## config.mk

```make
export PLATFORM = sky130hd
export DESIGN_NAME = phase_share_avg
export DESIGN_NICKNAME = d
export VERILOG_FILES = /design/src/rtl/phase_share_avg.sv
export SDC_FILE = /design/constraint.sdc
export NUM_CORES = 1
export LEC_CHECK = 0
export ABC_AREA = 1
export BUFFER_PORTS_ARGS = -buffer_cell sky130_fd_sc_hd__buf_2
export CAP_MARGIN = 20
export CORE_UTILIZATION = 58
export DETAILED_ROUTE_END_ITERATION = 7
export HOLD_SLACK_MARGIN = 0.03
export MAX_ROUTING_LAYER = met4
export PLACE_DENSITY_LB_ADDON = 0.05
export SLEW_MARGIN = 20
export SYNTH_ARGS = -nofsm -noshare
export SYNTH_HDL_FRONTEND = slang
export SYNTH_SLANG_ARGS = --single-unit
```

## constraint.sdc

```tcl
create_clock -name clk -period 3.7 [get_ports clk]
set_clock_uncertainty 0.05 [all_clocks]
set_input_delay 1.11 -clock clk [delete_from_list [all_inputs] [get_ports clk]]
set_output_delay 1.11 -clock clk [all_outputs]
set_load 0.01 [all_outputs]
```

## src/rtl/phase_share_avg.sv

```systemverilog
module phase_share_avg #(
  parameter int W         = 12,
  parameter int TAPS      = 16,
  parameter int CAP_DIV   = 4,
  parameter int SHARE_DIV = 2000
) (
  input  logic                clk,
  input  logic                rst_n,
  input  logic                tick,
  input  logic [W-1:0]        adc_a,
  input  logic [W-1:0]        adc_b,
  output logic [W-1:0]        avg_a,
  output logic [W-1:0]        avg_b,
  output logic signed [W:0]   share_err,
  output logic                share_vld,
  output logic                not_ready
);
  localparam int LT = $clog2(TAPS);
  localparam int SW = W + LT;
  localparam int CW = $clog2(CAP_DIV);
  localparam int HW = $clog2(SHARE_DIV);
  localparam int FW = $clog2(TAPS + 1);

  logic [CW-1:0] cap_cnt;
  logic [HW-1:0] sh_cnt;
  logic [LT-1:0] wp;
  logic [FW-1:0] fill;
  logic [W-1:0]  hist_a [TAPS];
  logic [W-1:0]  hist_b [TAPS];
  logic [SW-1:0] sum_a, sum_b;

  wire full = (fill == FW'(TAPS));
  wire cap  = tick && (cap_cnt == CW'(CAP_DIV - 1));
  wire shr  = tick && (sh_cnt == HW'(SHARE_DIV - 1));
  wire [W-1:0] old_a = full ? hist_a[wp] : '0;
  wire [W-1:0] old_b = full ? hist_b[wp] : '0;
  wire signed [W:0] diff = $signed({1'b0, avg_a}) - $signed({1'b0, avg_b});

  assign avg_a     = sum_a[SW-1:LT];
  assign avg_b     = sum_b[SW-1:LT];
  assign not_ready = !full;

  always_ff @(posedge clk) begin
    if (!rst_n) begin
      cap_cnt <= '0;
      sh_cnt  <= '0;
    end else if (tick) begin
      cap_cnt <= (cap_cnt == CW'(CAP_DIV - 1)) ? '0 : cap_cnt + CW'(1);
      sh_cnt  <= (sh_cnt == HW'(SHARE_DIV - 1)) ? '0 : sh_cnt + HW'(1);
    end
  end

  always_ff @(posedge clk) begin
    if (!rst_n) begin
      wp    <= '0;
      fill  <= '0;
      sum_a <= '0;
      sum_b <= '0;
    end else if (cap) begin
      wp    <= wp + LT'(1);
      fill  <= full ? fill : fill + FW'(1);
      sum_a <= sum_a + SW'(adc_a) - SW'(old_a);
      sum_b <= sum_b + SW'(adc_b) - SW'(old_b);
    end
  end

  always_ff @(posedge clk) begin
    if (cap) begin
      hist_a[wp] <= adc_a;
      hist_b[wp] <= adc_b;
    end
  end

  always_ff @(posedge clk) begin
    if (!rst_n) begin
      share_vld <= 1'b0;
      share_err <= '0;
    end else begin
      share_vld <= shr && full;
      if (shr && full) share_err <= diff;
    end
  end
endmodule

```

==> flow_summary.yaml, run 1 <==
outcome:
  status: "complete, but fails checks"
  violations: "design-rule violations"
yosys:
  synth_area_mm2: 0.0212
  synthFlopType: "edfxtp_1"
  syn_area_per_cell_um2: 10.2
  yosys_warnings: 0
  synth.most_common_cell: "nor2_1"
  synth-seq-cells: 456
  ys_types: 32
  synth_edf_count: 384
  async_reset_ff_share_pct: 0
  yosysTopAreaCell: "edfxtp_1"
  netlist.area_leader.share_pct: 54.3
  synth_area_leaders: "edfxtp_1, nor2_1, dfxtp_1"
  yosysSeqAreaShare_pct: 61.1
  syn-num-nets: 2192
  netlist_top_cells_count: "nor2_1, edfxtp_1, nand2_1, inv_1, o21ai_0"
  synthCells: 2088
critical_path:
  startpoint_type: "flop"
  critical-path-top-cell-by-count: "nand3_1"
  slowest_stage: "fa_1"
  crit_chain: "inv_4 -> buf_12 -> nor2_1 -> o211ai_1 -> nand3_1 -> a21oi_1 -> fa_1 -> inv_1 -> ha_1 -> nand2_1 -> inv_1 -> nand2_1 -> nand3_1 -> or2_2 -> nand3_1 -> o21ai_0"
  r2r_slack_ps: 160
  crit_type: "reg2reg"
  max_stage_delay_ps: 480
  endpoint_kind: "flop"
  crit-reg2reg-capture: "sum_b[6]"
  crit_end: "sum_b[6]"
  cp.arrival_ps: 3950
  reg2reg_depth: 16
  crit_required_ps: 4110
  crit_fanout: 39
timing:
  clock.fmax_mhz: 282
  tightest_slew_ps: 604
  finalSetupTns_ps: 0
  report.final.slew_viol_count: 0
  period_needed_ps: 3540
  fin_crit_sh_pct: 95.8
  slew_headroom_pct: 59.6
  rsz0062_at_grt: "yes"
  layout_setup_ws_ps: 155
  setup_viol: 0
  hold_viol: 0
place:
  pre_cts_ws_ps: 37.2
  dp_hpwl_um: 33600
  place_inst: 2573
  placement.io_buffers: 65
  gp_congestion: 0.906
clock_tree:
  cts.htree.levels: 2
  tritoncts: "done"
  cts.path.max_buffers: 3
  cts_inserted_buffers: 48
  cts_root_buffer: "clkbuf_16"
  hold_buffers: 0
  insertion_delay_ps: 600
  cts_sinks: 456
  clk_pin_slew_ps: 70
floorplanning:
  core_mm2: 0.0358
  die_area_mm2: 0.0374
  initial_core_util_pct: 59.3
  rows: 69
  die_x_um: 193
  ios: 66
  die_y_um: 193
drt:
  detail_route.wl_per_cell_um: 21.0
  drtIter0Drc: 1306
  vias: 15300
  detail-route-antenna-nets: 0
  remaining_drc_errors: 5
  wirelength_um: 56100
  first_pass_iters: 8
  vias_per_cell: 5.74
grt:
  grt_pass1_wl_um: 85800
  antenna_found_initial: 2
  grt_pass1_vias: 14800
  track_usage_pct: 31.2
  grt_overflow: 0
  grt_max_degree: 92
cells_and_area:
  multi_input_area_mm2: 0.00687
  final_layout_size_suffix_gt1_share_pct: 11.3
  final-seq-area_mm2: 0.0130
  layout.nets: 2271
  utilization_pct: 67.3
  syn2layout_area_growth_pct: 13.5
  fill_cells: 2724
  instances_no_fill: 2667
power:
  pwr_density_cell_mw_per_mm2: 455
  total_power_mw: 11.0
  peakVddDrop_v: 0.000411
  p_leak_nw: 9.33
hold_path:
  hold_path_class: "reg2reg"
flow_run:
  cap_violations: 0
## kinds of logic after synthesis
family / after synthesis / share of synthesized area (%)
AND/OR/NAND/NOR: 780 / 14.8
AO/OA/AOI/OAI: 415 / 11.0
adder cells (fa/ha/maj): 77 / 5.42
buffers and inverters: 347 / 7.20
XOR/XNOR: 13 / 0.536
flip-flops: 456 / 61.1
## stage by stage
stage,instance area (um^2),hold WS [ps]
3_5_place_dp,22500,423
3_3_place_gp,22500,413
2_1_floorplan,21200,402
4_1_cts,24000,432
6_report,24100,436
5_1_grt,24100,444
## how the worst min path moves through the flow
stage,from,end,slack [ps],cells past startpoint
2_1_floorplan,sh_cnt[7],sh_cnt[7],400,2
4_1_cts,share_err[3],share_err[3],430,2
5_1_grt,share_err[3],share_err[3],440,2
3_3_place_gp,share_err[3],share_err[3],410,2
3_5_place_dp,share_err[8],share_err[8],420,2
6_report,share_err[8],share_err[8],440,2
## sequential cells by signal, indices dropped and copies added (netlist names), 4 cells and up, named ones only
register	cells
fill	5
hist_a	192
hist_b	192
sh_cnt	11
share_err	13
sum_a	16
sum_b	16
wp	4
## report_power, final
group | switching [mW] | leakage [nW] | total [mW] | internal, mW
clock network | 2.04 | 0.728 | 4.60 | 2.55
registers | 0.0153 | 4.03 | 5.59 | 5.58
logic | 0.519 | 4.57 | 0.781 | 0.263
total | 2.58 | 9.33 | 11.0 | 8.39
## worst max-delay path, delay by kind of cell, from the launching register on
family          cells  cell delay [ps]
simple gates        7              910
compound gates      3              650
buf+inv             4              620
fa+ha+maj           2              760
flops               1              390
## layout make-up
| class | instances | area share [%] |
|---|---|---|
| well taps | 461 | 2.39 |
| diodes | 2 | 0.0207 |
| repair buffers | 144 | 5.49 |
| multi-input cells | 1285 | 28.5 |
| clock buffers | 57 | 5.12 |
| flip-flops and latches | 456 | 53.8 |
| inverters | 232 | 3.64 |
| clock inverters | 30 | 1.05 |
## what timing repair did
| item | CTS | global route |
|---|---|---|
| buffers inserted | 0 | 2 |
| gates resized for setup | 0 | 8 |
| setup endpoints to repair | 0 | 23 |
| hold endpoints to repair | 0 | 0 |
## layer usage
| metal | share of wire, % | track usage (%) |
|---|---|---|
| met1 | 42 | 42.0 |
| met4 | 3.0 | 9.84 |
| met2 | 47 | 49.5 |
| met3 | 7.2 | 4.43 |
| met5 | 0 | - |
## cell usage in the layout (no fill, tap or decap), types with 10 or more instances in the layout
master     instances
o21ai_0          170
nor2_1           375
nand3_1          116
dfxtp_1           69
buf_4             49
ha_1              52
nor2_4            16
o211ai_1          96
clkbuf_16         51
clkinv_2          10
edfxtp_1         384
buf_12            25
inv_1            226
clkinv_1          10
buf_2             65
fa_1              25
nand2_1          241
nor3_1            11
a21oi_1           81
o21ai_1           59
(Power assumes the default switching activity.)
==> run 2, diff against run 1 <==
==> constraint.sdc (replaced) <==
create_clock -name clk -period 3.8 [get_ports clk]
set_clock_uncertainty 0.05 [all_clocks]
set_input_delay 1.14 -clock clk [delete_from_list [all_inputs] [get_ports clk]]
set_output_delay 1.14 -clock clk [all_outputs]
set_load 0.01 [all_outputs]
==> flow_summary.yaml, run 2 (synthesis gave the netlist of run 1 again) <==
floorplanning:
  die_x_um: 193
  ios: 66
  rows: 69
  die_area_mm2: 0.0374
  initial_core_util_pct: 59.3
  core_mm2: 0.0358
  die_y_um: 193
critical_path:
  endpoint_kind: "flop"
  reg2reg_depth: 16
  crit_required_ps: 4210
  cp.arrival_ps: 3960
  crit_fanout: 63
  crit_type: "reg2reg"
  startpoint_type: "flop"
place:
  placement.io_buffers: 65
  pre_cts_ws_ps: 265
  gp_congestion: 0.919
  dp_hpwl_um: 34000
  postPlaceCellArea_mm2: 0.0224
outcome:
  status: "complete, but fails checks"
  violations: "design-rule violations"
drt:
  vias: 15200
  vias_per_cell: 5.72
  detail_route.wl_per_cell_um: 20.5
  drtIter0Drc: 1427
  first_pass_iters: 7
  detail-route-antenna-nets: 0
  wirelength_um: 54500
  remaining_drc_errors: 5
grt:
  grt_max_degree: 93
  grt_pass1_wl_um: 85500
  met3_usage_pct: 4.53
  antenna_found_initial: 1
  grtUsageMet2_pct: 50.1
  grt_pass1_vias: 15100
  track_usage_pct: 31.0
  grt.busiest_layer: "met2"
  grt_overflow: 0
  grt.met1_usage_pct: 39.8
clock_tree:
  cts.path.max_buffers: 3
  cts_sinks: 456
  tritoncts: "done"
  hold_buffers: 0
  cts.htree.levels: 2
  cts_root_buffer: "clkbuf_16"
  cts_inserted_buffers: 47
  insertion_delay_ps: 590
  clk_pin_slew_ps: 60
  postCtsSetupBuffers: 0
power:
  peakVddDrop_v: 0.000566
  total_power_mw: 10.8
  pwr_density_cell_mw_per_mm2: 449
  p_leak_nw: 9.27
timing:
  report.final.slew_viol_count: 0
  rsz0062_at_grt: "no"
  slew_headroom_pct: 63.7
  hold_viol: 0
  timing.hold.ws_ps: 433
  clock.fmax_mhz: 282
  fin_crit_sh_pct: 93.3
  layout_setup_ws_ps: 254
  period_needed_ps: 3550
  tightest_slew_ps: 544
  setup_viol: 0
  finalSetupTns_ps: 0
hold_path:
  hold_depth: 2
  hold_path_class: "reg2reg"
cells_and_area:
  reg_top3: "hist_a x192, hist_b x192"
  layout.nets: 2263
  final_common_cell: "edfxtp_1"
  final_layout_size_suffix_gt1_share_pct: 10.8
  syn2layout_area_growth_pct: 12.8
  most-common-layout-cells: "edfxtp_1, nor2_1, nand2_1"
  final_area_mm2: 0.0240
flow_run:
  cap_violations: 0
run 2: repair_timing:
| action | in CTS | in global routing |
|---|---|---|
| endpoints found under the setup margin | 0 | 3 |
| resized for setup | 0 | 2 |
| hold endpoints to repair | 0 | 0 |
run 2: power by group:
part / switching [mW] / leakage, nW / total, mW / internal, mW
Combinational: 0.493 / 4.50 / 0.742 / 0.248
Sequential: 0.0147 / 4.03 / 5.44 / 5.43
Clock: 1.91 / 0.742 / 4.57 / 2.66
Total: 2.42 / 9.27 / 10.8 / 8.33
run 2: final timing paths:
kind / from / to / slack, ps
setup / recovery: flop / sum_a[5] / 250
hold / removal: share_err[3] / share_err[3] / 430
setup reg to reg: flop / sum_a[5] / 250
hold reg to reg: share_err[3] / share_err[3] / 430
run 2: metal layers:
metal,wire length (um),share of wire (%)
met5,0,0
met4,1810,3.3
met3,3800,7.0
met2,25900,48
met1,23000,42
run 2: critical path: stages (launching register included):
cell,delay (ps)
dfxtp_4,360
buf_12,290
buf_12,230
o21ai_0,100
o211ai_1,190
nand3_1,100
a21oi_1,350
fa_1,490
inv_1,70
ha_1,260
nand2_1,140
inv_1,50
nand2_1,60
nand3_1,150
or2_2,310
nand3_1,110
o21ai_0,90
run 2: final cells by class:
type                    count  area [um^2]
well taps                 461          577
multi-input cells        1285         6870
clock buffers              58         1240
flip-flops and latches    456        13000
clock inverters            29          275
diodes                      1         2.50
fillers                  2687        11900
repair buffers            137         1140
inverters                 232          876
run 2: per-stage QoR:
step           std cells  util [%]
2_1_floorplan       2088         -
3_3_place_gp        2571      62.6
3_5_place_dp        2571      62.6
4_1_cts             2658      66.9
5_1_grt             2659      66.9
6_report            2659      66.9
